`src/rtl/rxq_pkg.sv`:
```
package rxq_pkg;
  localparam int unsigned STAT_W  = 16;
  localparam int unsigned BYTE_W  = 8;
  localparam int unsigned OVR_BIT = 0;

  function automatic logic [STAT_W-1:0] stat_word(input logic ovr);
    logic [STAT_W-1:0] w;
    w = '0;
    w[OVR_BIT] = ovr;
    return w;
  endfunction
endpackage

```
`src/rtl/rxq_store.sv`:
```
module rxq_store #(
  parameter int unsigned DEPTH = 16,
  parameter int unsigned DW    = 8,
  localparam int unsigned AW   = $clog2(DEPTH),
  localparam int unsigned CW   = $clog2(DEPTH + 1)
) (
  input  logic          clk,
  input  logic          rst,
  input  logic          push,
  input  logic [DW-1:0] push_data,
  input  logic          pop,
  output logic [DW-1:0] pop_data,
  output logic [CW-1:0] count,
  output logic          empty,
  output logic          full
);
  localparam logic [CW-1:0] FULL_CNT = CW'(DEPTH);

  logic [DW-1:0] mem [DEPTH];
  logic [AW-1:0] wr_ptr, rd_ptr;
  logic [CW-1:0] cnt_q, cnt_d;

  // storage: write port only, no reset, so a RAM can be inferred
  always_ff @(posedge clk) begin
    if (push) mem[wr_ptr] <= push_data;
  end

  always_ff @(posedge clk) begin
    if (rst) begin
      pop_data <= '0;
    end else if (pop) begin
      pop_data <= mem[rd_ptr];
    end
  end

  always_comb begin
    cnt_d = cnt_q;
    if (push && !pop) cnt_d = cnt_q + 1'b1;
    else if (pop && !push) cnt_d = cnt_q - 1'b1;
  end

  always_ff @(posedge clk) begin
    if (rst) begin
      wr_ptr <= '0;
      rd_ptr <= '0;
      cnt_q  <= '0;
      empty  <= 1'b1;
      full   <= 1'b0;
    end else begin
      if (push) wr_ptr <= (wr_ptr == AW'(DEPTH - 1)) ? '0 : wr_ptr + 1'b1;
      if (pop)  rd_ptr <= (rd_ptr == AW'(DEPTH - 1)) ? '0 : rd_ptr + 1'b1;
      cnt_q <= cnt_d;
      empty <= (cnt_d == '0);
      full  <= (cnt_d == FULL_CNT);
    end
  end

  assign count = cnt_q;
endmodule

```
`src/rtl/rxq_ovr_flag.sv`:
```
module rxq_ovr_flag (
  input  logic clk,
  input  logic rst,
  input  logic set_ev,
  input  logic rd_strobe,
  input  logic wr_strobe,
  input  logic wr_bit,
  output logic flag,
  output logic armed
);
  logic clear_ok;

  // clear only with a 0 write after the flag was seen as 1
  assign clear_ok = wr_strobe && !wr_bit && armed && flag;

  always_ff @(posedge clk) begin
    if (rst) begin
      flag  <= 1'b0;
      armed <= 1'b0;
    end else begin
      if (set_ev) begin
        flag  <= 1'b1;
        armed <= 1'b0;
      end else if (clear_ok) begin
        flag  <= 1'b0;
        armed <= 1'b0;
      end else begin
        armed <= flag && (armed || rd_strobe);
      end
    end
  end
endmodule

```
`src/rtl/rxq_status_top.sv`:
```
module rxq_status_top #(
  parameter int unsigned DEPTH = 16,
  localparam int unsigned CW   = $clog2(DEPTH + 1)
) (
  input  logic                      clk,
  input  logic                      rst,
  input  logic                      rx_en,
  input  logic                      rx_valid,
  input  logic [rxq_pkg::BYTE_W-1:0] rx_byte,
  input  logic                      rd_pop,
  output logic [rxq_pkg::BYTE_W-1:0] rd_data,
  output logic                      rd_empty,
  output logic [CW-1:0]             rd_count,
  input  logic                      reg_rd,
  input  logic                      reg_wr,
  input  logic                      reg_wbit,
  output logic [rxq_pkg::STAT_W-1:0] reg_rdata
);
  import rxq_pkg::*;

  logic q_full, q_empty;
  logic pop_ok, push_ok, arrive, ovr_ev;
  logic ovr_flag, ovr_armed;

  assign arrive  = rx_valid && rx_en && !ovr_flag;
  assign pop_ok  = rd_pop && !q_empty;
  assign push_ok = arrive && (!q_full || pop_ok);
  assign ovr_ev  = arrive && q_full && !pop_ok;

  rxq_store #(.DEPTH(DEPTH), .DW(BYTE_W)) u_store (
    .clk       (clk),
    .rst       (rst),
    .push      (push_ok),
    .push_data (rx_byte),
    .pop       (pop_ok),
    .pop_data  (rd_data),
    .count     (rd_count),
    .empty     (q_empty),
    .full      (q_full)
  );

  rxq_ovr_flag u_flag (
    .clk       (clk),
    .rst       (rst),
    .set_ev    (ovr_ev),
    .rd_strobe (reg_rd),
    .wr_strobe (reg_wr),
    .wr_bit    (reg_wbit),
    .flag      (ovr_flag),
    .armed     (ovr_armed)
  );

  assign rd_empty = q_empty;

  always_ff @(posedge clk) begin
    if (rst) reg_rdata <= '0;
    else if (reg_rd) reg_rdata <= stat_word(ovr_flag);
  end
endmodule

```
`config.mk`:
```
export PLATFORM = sky130hd
export DESIGN_NAME = rxq_status_top
export DESIGN_NICKNAME = d
export VERILOG_FILES = /design/src/rtl/rxq_pkg.sv /design/src/rtl/rxq_store.sv /design/src/rtl/rxq_ovr_flag.sv /design/src/rtl/rxq_status_top.sv
export SDC_FILE = /design/constraint.sdc
export NUM_CORES = 1
export LEC_CHECK = 0
export ABC_AREA = 1
export BUFFER_PORTS_ARGS = -buffer_cell sky130_fd_sc_hd__buf_2
export CAP_MARGIN = 40
export CORE_MARGIN = 10
export CORE_UTILIZATION = 45
export CTS_CLUSTER_DIAMETER = 40
export DETAILED_ROUTE_END_ITERATION = 16
export SLEW_MARGIN = 20
export SYNTH_ARGS = -nofsm -noshare
export SYNTH_HDL_FRONTEND = slang
export SYNTH_HIERARCHICAL = 1
export SYNTH_SLANG_ARGS = --single-unit
```
`constraint.sdc`:
```
create_clock -name clk -period 4.15 [get_ports clk]
set_clock_uncertainty 0.05 [all_clocks]
set_input_delay 0.6225 -clock clk [delete_from_list [all_inputs] [get_ports clk]]
set_output_delay 0.6225 -clock clk [all_outputs]
set_load 0.005 [all_outputs]
```
==> results of run 1 <==
## cell usage in the layout (no fill, tap or decap), types with 3 or more instances in the layout
master     count
o21ai_0        4
dfxtp_1       25
buf_4          3
nor2_2         3
nand3_1      116
inv_1         28
clkinv_1       3
inv_2          3
clkbuf_16     17
edfxtp_1     128
nand2_2        3
conb_1        15
buf_2         30
clkbuf_1       3
a21oi_1       12
nor2_1        42
bufinv_16      5
nand2_1      199
ha_1           7
## logic make-up after synthesis
family,after synthesis,share of synthesized area (%)
compound gates,21,1.74
simple gates,371,24.1
xor+xnor,1,0.134
flops,154,66.7
other cells,1,0.0573
buf+inv,76,5.95
fa+ha+maj,7,1.34
## worst max-delay path, stage by stage, from the launching register on
cell and delay, ns:
dfxtp_1 0.31, inv_1 0.06, nand2_2 0.06, nand2_2 0.06, nand2_1 0.06, inv_1 0.25, nand2_1 0.27, nor2_1 0.59
nor2_1 0.11, and3_1 0.21
## worst max path at each step
stage,start,endpoint,slack (ns),cells after the start
after global routing,u_store/empty$_SDFF_PP1_,u_store/mem[0][3]$_DFFE_PP_,1.82,7
after floorplan,rx_valid,u_store/mem[15][0]$_DFFE_PP_,2.22,7
after CTS,u_store/empty$_SDFF_PP1_,u_store/mem[8][7]$_DFFE_PP_,2.04,7
after detailed placement,rx_valid,u_store/mem[0][0]$_DFFE_PP_,1.67,7
after global placement,rx_valid,u_store/mem[8][4]$_DFFE_PP_,1.71,7
final,u_store/empty$_SDFF_PP1_,u_store/wr_ptr[3]$_SDFFE_PP0P_,2.03,9
## area by class of cell
class / instances / share of cell area (%)
inverters: 32 / 1.63
clock buffers: 20 / 5.91
well taps: 184 / 3.12
multi-input cells: 415 / 24.9
flip-flops and latches: 154 / 59.1
repair buffers: 35 / 2.98
clock inverters: 10 / 2.37
## state kept, by name (all words and copies together), names as in the netlist
signal            count
reg_rdata             1
u_flag/armed          1
u_flag/flag           1
u_store/count         5
u_store/empty         1
u_store/full          1
u_store/mem         128
u_store/pop_data      8
u_store/rd_ptr        4
u_store/wr_ptr        4
## where the power goes
group / internal, mW / leakage [nW] / switching [mW]
sequential: 1.73 / 1.37 / 0.0373
clock: 1.05 / 0.295 / 0.567
combinational: 0.234 / 1.21 / 0.513
## per-layer routing
layer / GRT usage, % / routed length [um]
met1: 19.6 / 6510
met2: 25.4 / 7430
met3: 4.23 / 892
met4: 4.29 / 136
met5: 0 / 0
## metrics by stage
stage	cell area, um^2	cells	hold slack, ns	setup slack, ns
5_1_grt	7390	850	0.431	1.82
3_5_place_dp	6780	820	0.405	1.67
6_report	7390	850	0.409	2.03
4_1_cts	7390	850	0.414	2.04
3_3_place_gp	6730	818	0.396	1.71
2_1_floorplan	6600	645	0.399	2.22
==> out/results.md, run 1 <==
| Group | Metric | Value |
|:---|:---|:---|
| run status | Result of the run | finished, final reports clean |
| global route | Tot GR Track Use | 15.4% |
| setup path | Crit Reg-Reg Startpoint | u_store/empty$_SDFF_PP1_ |
| place | Routability Congestion | 0.813 |
| setup path | Depth of the worst register-to-register path | 9 |
| global route | Number of global-route vias before repair | 4313 |
| synthesis | Cell variety after synth | 30 |
| power | Worst ir drop on vdd | 296 uV |
| sta | Final Hold Viols | 0 |
| setup path | Register-to-register path setup slack | 2.03 ns |
| clock network | CTS-repair resized insts | 0 |
| synthesis | Mean instance size in the synthesized netlist | 10.4 um^2 |
| floorplanning | Area of the placeable core | 14400 um^2 |
| route | 1st-iter DRT viols | 349 |
| setup path | Worst-path fanout max | 10 |
| setup path | Worst setup EP type | flip-flop |
| worst hold path | HP Start | reg_rdata[0]$_SDFFE_PP0P_ |
| route | Count of antenna-violating nets left after detailed routing | 0 |
| synthesis | Post-synthesis cell count | 631 |
| synthesis | Synthesis-stage register bit count | 154 |
| sta | Share of the clock period used by the worst path after layout | 51.2% |
| sta | Setup-failing EPs final | 0 |
| synthesis | Library cell with the highest instance count after synthesis | nand2_1 |
| clock network | Clock Path Buffers | 2 |
| synthesis | Top post-synthesis cells by count | 199 x nand2_1, 128 x edfxtp_1, 116 x nand3_1 |
| floorplanning | Width of the die | 141 um |
| floorplanning | Top-level port count | 46 |
| floorplanning | Die span in y | 141 um |
| finish | Layout cell share with drive strength beyond 1 | 10.8% |
| route | Aggregate routed wire length | 15000 um |
| sta | Shortest period the worst path allows | 2.12 ns |
| clock network | Clock latency at the later pin of the worst-skew pair | 0.43 ns |
| global route | Aggregate global routing overflow | 0 |
| synthesis | Largest area contributor in the synthesized netlist | edfxtp_1 |
| finish | # diodes | 0 |
| floorplanning | Area of the die | 19800 um^2 |
| worst hold path | Worst hold-check path type | flip-flop to flip-flop |
| finish | Area taken by multi-input logic gates | 1840 um^2 |
| sta | Worst relative slew slack | 54.4% |
| sta | Slew at the pin closest to its max-slew limit | 0.683 ns |
| global route | Initial antenna violation count | 0 |
| route | Total iterations of the first detailed-routing run | 5 |
| clock network | Clock transition at the register clock pins on the worst setup and hold paths after CTS | 0.06 ns |
| clock network | H-tree levels | 4 |
| sta | Highest clock rate | 471 MHz |
| finish | Sequential cell area | 4370 um^2 |
| synthesis | Post-synth ARST share | 0% |
| synthesis | Ranking of synthesized cells by area | edfxtp_1 59%, nand2_1 11%, nand3_1 8.9% |
| clock network | CTS Root Cell | clkbuf_16 |
| power | Leakage power summed over all cells | 2.87 nW |
| setup path | Critical path data required time | 4.42 ns |
| power | Overall power after layout | 4.14 mW |
| clock network | CTS sink count | 154 |
| worst hold path | Number of instances on the worst hold path | 2 |
| setup path | Critical register-to-register path endpoint | u_store/wr_ptr[3]$_SDFFE_PP0P_ |
| power | Pwr/cell area | 560 nW/um^2 |
| sta | Unrepaired setup endpoints after global routing | false |
| finish | Post-layout utilization of the core | 51.4% |
| worst hold path | Worst Hold End | reg_rdata[0]$_SDFFE_PP0P_ |
| synthesis | Share of the synthesized area in the top cell type | 58.7% |
| clock network | Hold Buf Count CTS | 0 |
| route | WL/cell | 17.6 um |
| sta | Sum Neg Setup Slack | 0 ns |
| floorplanning | Effective utilization at floorplan | 45.5% |
| synthesis | Ys Warns | 6 |
| synthesis | Share of synthesized area occupied by flip-flops and latches | 66.7% |
| route | Vias after detailed routing | 4464 |
| run | Count of max-cap constraint violations | 0 |
| synthesis | Number of flops mapped to enable cells by yosys | 128 |
| route | Drt via density | 5.25 |
| clock network | TritonCTS clock tree | yes |
| global route | Global-route wire length before repair | 23500 um |
| place | HPWL Detailed | 9960 um |
| sta | Number of slew-limit violations in the final report | 0 |
| clock network | Number of buffers created by CTS | 17 |
| synthesis | Most used flip-flop cell after synthesis | edfxtp_1 |
| synthesis | Netlist area before placement | 6540 um^2 |
| route | Final routed DRC violation total | 0 |
| setup path | Crit start category | flip-flop |
| clock network | Post CTS Setup Buffer Count | 0 |
| finish | Count of nets after finishing | 678 |
| setup path | Arrival time of the worst setup path | 2.40 ns |
| finish | Count of fill cells added during filler insertion | 1293 |
| place | Quantity of I/O buffers inserted on ports | 30 |
| finish | Area growth from synthesis to final layout | 12.9% |
| floorplanning | Rows | 44 |
| global route | Pin count of the biggest net entering global routing | 68 |
| setup path | CP Class | flip-flop to flip-flop |
Note: power is estimated with default switching activity, not from simulation.
==> inputs of run 2 (changes only) <==
- ABC_AREA: 1 -> 0
- clock period: 4.15 -> 1.8 ns (I/O delays scaled with it)
==> out/results.md, run 2 <==
| Group | Metric | Value |
|:---|:---|:---|
| floorplanning | Width of the die | 139 um |
| route | Aggregate routed wire length | 13600 um |
| floorplanning | Area of the placeable core | 13900 um^2 |
| route | 1st-iter DRT viols | 312 |
| synthesis | Mean instance size in the synthesized netlist | 16.4 um^2 |
| finish | Highest-count cells in the layout ignoring fill and taps | 128 x edfxtp_1, 31 x buf_2, 29 x buf_4, 21 x dfxtp_1, 17 x clkbuf_16 |
| run | Count of max-cap constraint violations | 0 |
| global route | Fraction of met1 tracks used by global routing | 18.6% |
| place | Routability Congestion | 0.793 |
| finish | Non-filler instance count after layout | 655 |
| synthesis | Largest area contributor in the synthesized netlist | edfxtp_1 |
| synthesis | Cell variety after synth | 50 |
| global route | Number of global-route vias before repair | 3627 |
| power | Leakage power summed over all cells | 2.70 nW |
| sta | Worst relative slew slack | 63.3% |
| finish | # diodes | 0 |
| synthesis | Synthesis-stage register bit count | 154 |
| finish | Layout cell share with drive strength beyond 1 | 39.6% |
| floorplanning | Area of the die | 19300 um^2 |
| finish | Count of nets after finishing | 486 |
| route | Final routed DRC violation total | 0 |
| clock network | CTS Root Cell | clkbuf_16 |
| sta | Number of slew-limit violations in the final report | 0 |
| finish | Number of flip-flops under the largest register name | 128 |
| sta | Sum Neg Setup Slack | -0.273 ns |
| route | Count of antenna-violating nets left after detailed routing | 0 |
| sta | Share of the clock period used by the worst path after layout | 104% |
| finish | Count of fill cells added during filler insertion | 1117 |
| global route | Pin count of the biggest net entering global routing | 17 |
| route | Total iterations of the first detailed-routing run | 4 |
| global route | Met2 track utilization from global routing | 21.5% |
| floorplanning | Die span in y | 139 um |
| global route | Initial antenna violation count | 0 |
| synthesis | Post-synth ARST share | 0% |
| synthesis | Netlist area before placement | 6370 um^2 |
| floorplanning | Effective utilization at floorplan | 45.9% |
| setup path | CP Class | flip-flop to flip-flop |
| run status | Result of the run | finished with violations |
| setup path | Worst setup EP type | flip-flop |
| power | Overall power after layout | 8.00 mW |
| place | Quantity of I/O buffers inserted on ports | 30 |
| synthesis | Top post-synthesis cells by count | 128 x edfxtp_1, 26 x dfxtp_1, 24 x mux2_2 |
| floorplanning | Rows | 43 |
| sta | Unrepaired setup endpoints after global routing | true |
| synthesis | Number of flops mapped to enable cells by yosys | 128 |
| run status | Failing checks | negative setup slack |
| route | WL/cell | 20.7 um |
| clock network | Clock transition at the register clock pins on the worst setup and hold paths after CTS | 0.06 ns |
| clock network | Clock latency at the later pin of the worst-skew pair | 0.41 ns |
| synthesis | Most used flip-flop cell after synthesis | edfxtp_1 |
| floorplanning | Top-level port count | 46 |
| global route | Global-route wire length before repair | 21100 um |
| place | HPWL Detailed | 9180 um |
| setup path | Arrival time of the worst setup path | 2.15 ns |
| setup path | Worst-path fanout max | 5 |
| clock network | Clock Path Buffers | 2 |
| global route | Aggregate global routing overflow | 0 |
| power | Worst ir drop on vdd | 659 uV |
| power | Pwr/cell area | 1030 nW/um^2 |
| global route | Tot GR Track Use | 14.1% |
| finish | Area growth from synthesis to final layout | 22.4% |
| sta | Shortest period the worst path allows | 1.87 ns |
| place | Post-placement cell count | 617 |
| route | Vias after detailed routing | 3540 |
| worst hold path | Worst hold-check path type | input pin to flip-flop |
| sta | Slew at the pin closest to its max-slew limit | 0.537 ns |
| sta | Setup-failing EPs final | 6 |
| global route | Global routing met3 resource utilization | 3.66% |
| synthesis | Post-synthesis cell count | 389 |
| sta | Final Hold Viols | 0 |
| clock network | Number of buffers created by CTS | 17 |
| global route | Highest-utilization routing layer at the global route stage | met2 |
| synthesis | Library cell with the highest instance count after synthesis | edfxtp_1 |
| synthesis | Ranking of synthesized cells by area | edfxtp_1 60%, dfxtp_1 8.2%, mux4_2 5.7% |
| route | Drt via density | 5.40 |
| synthesis | Share of synthesized area occupied by flip-flops and latches | 68.5% |
| clock network | CTS sink count | 154 |
| synthesis | Share of the synthesized area in the top cell type | 60.3% |
| synthesis | Ys Warns | 6 |
| setup path | Crit start category | flip-flop |
| clock network | H-tree levels | 4 |
| sta | Post-Route Hold Slack | 0.0501 ns |
| setup path | Critical path data required time | 2.07 ns |
| sta | Highest clock rate | 534 MHz |
| sta | Fin worst setup slack | -0.0722 ns |
| finish | Register with the most flip-flops | u_store/mem |
| finish | Most frequent standard cell in the layout excluding fill and tap cells | edfxtp_1 |
| clock network | TritonCTS clock tree | yes |
-- run 2: final timing paths --
kind	start	end	cells past startpoint	slack, ns
min reg2reg	u_store/pop_data[4]$_SDFFE_PP0P_	u_store/pop_data[4]$_SDFFE_PP0P_	1	0.44
min	rst	u_flag/flag$_SDFFE_PP0P_	2	0.05
max reg2reg	u_flag/flag$_SDFFE_PP0P_	u_store/full$_SDFF_PP0_	7	-0.07
max	u_flag/flag$_SDFFE_PP0P_	u_store/full$_SDFF_PP0_	7	-0.07
-- run 2: report_power, final --
| part | switching [mW] | leakage (nW) | total (mW) | internal [mW] |
|---|---|---|---|---|
| sequential | 0.0623 | 1.37 | 4.00 | 3.94 |
| combinational | 0.442 | 1.08 | 0.855 | 0.412 |
| clock | 1.28 | 0.252 | 3.14 | 1.86 |
| total | 1.79 | 2.70 | 8.00 | 6.21 |
-- run 2: through the flow --
| step | setup WS [ns] | utilization, % | instance area [um^2] |
|---|---|---|---|
| finish | -0.0722 | 56.2 | 7800 |
| global route | -0.130 | 56.2 | 7800 |
| CTS | -0.0869 | 54.8 | 7600 |
| detailed placement | -0.161 | 50.3 | 6980 |
| global placement | -0.103 | 50.2 | 6970 |
| floorplan | -0.0246 | - | 6450 |
-- run 2: what timing repair did --
item,CTS,global route
pin swaps,5,4
setup buffers,2,5
resized for setup,28,43
setup endpoints to repair,42,137
gates cloned,1,0
hold endpoints to repair,0,0
hold buffers,0,0
-- run 2: metal layers --
metal  vias up  part of all wire, %  wire [um]
li1       1639                    -          -
met1      1810                   46       6170
met2        71                   48       6550
met3        20                  4.0        546
met4         0                  2.1        279
met5         -                    0          0
-- run 2: final cells by class --
cell class                 instances  area [um^2]  area share [%]
clock inverter                    11         81.3            1.04
timing repair buffer              74          629            8.07
sequential                       154         4380            56.1
clock buffer                      20          437            5.60
multi-input combinational        207         2010            25.8
tap                              180          225            2.89
inverter                           9         38.8           0.497
-- run 2: kinds of logic after synthesis --
group | count (synthesis) | synth area share (%)
AOI/OAI and AO/OA | 52 | 6.48
other | 1 | 0.0588
xor gates and xnor gates | 5 | 0.687
adders and majority gates | 7 | 1.37
buffers and inverters | 42 | 3.93
and+or+nand+nor | 76 | 7.21
muxes | 52 | 11.8
DFF | 154 | 68.5
-- run 2: critical path, cell delays in order, from the launching register on --
cell      delay (ns)
dfxtp_2         0.32
nand3b_4        0.16
a21oi_4         0.22
or3b_4          0.41
o311ai_2        0.08
o211ai_1        0.14
buf_4           0.17
nor4b_2         0.22
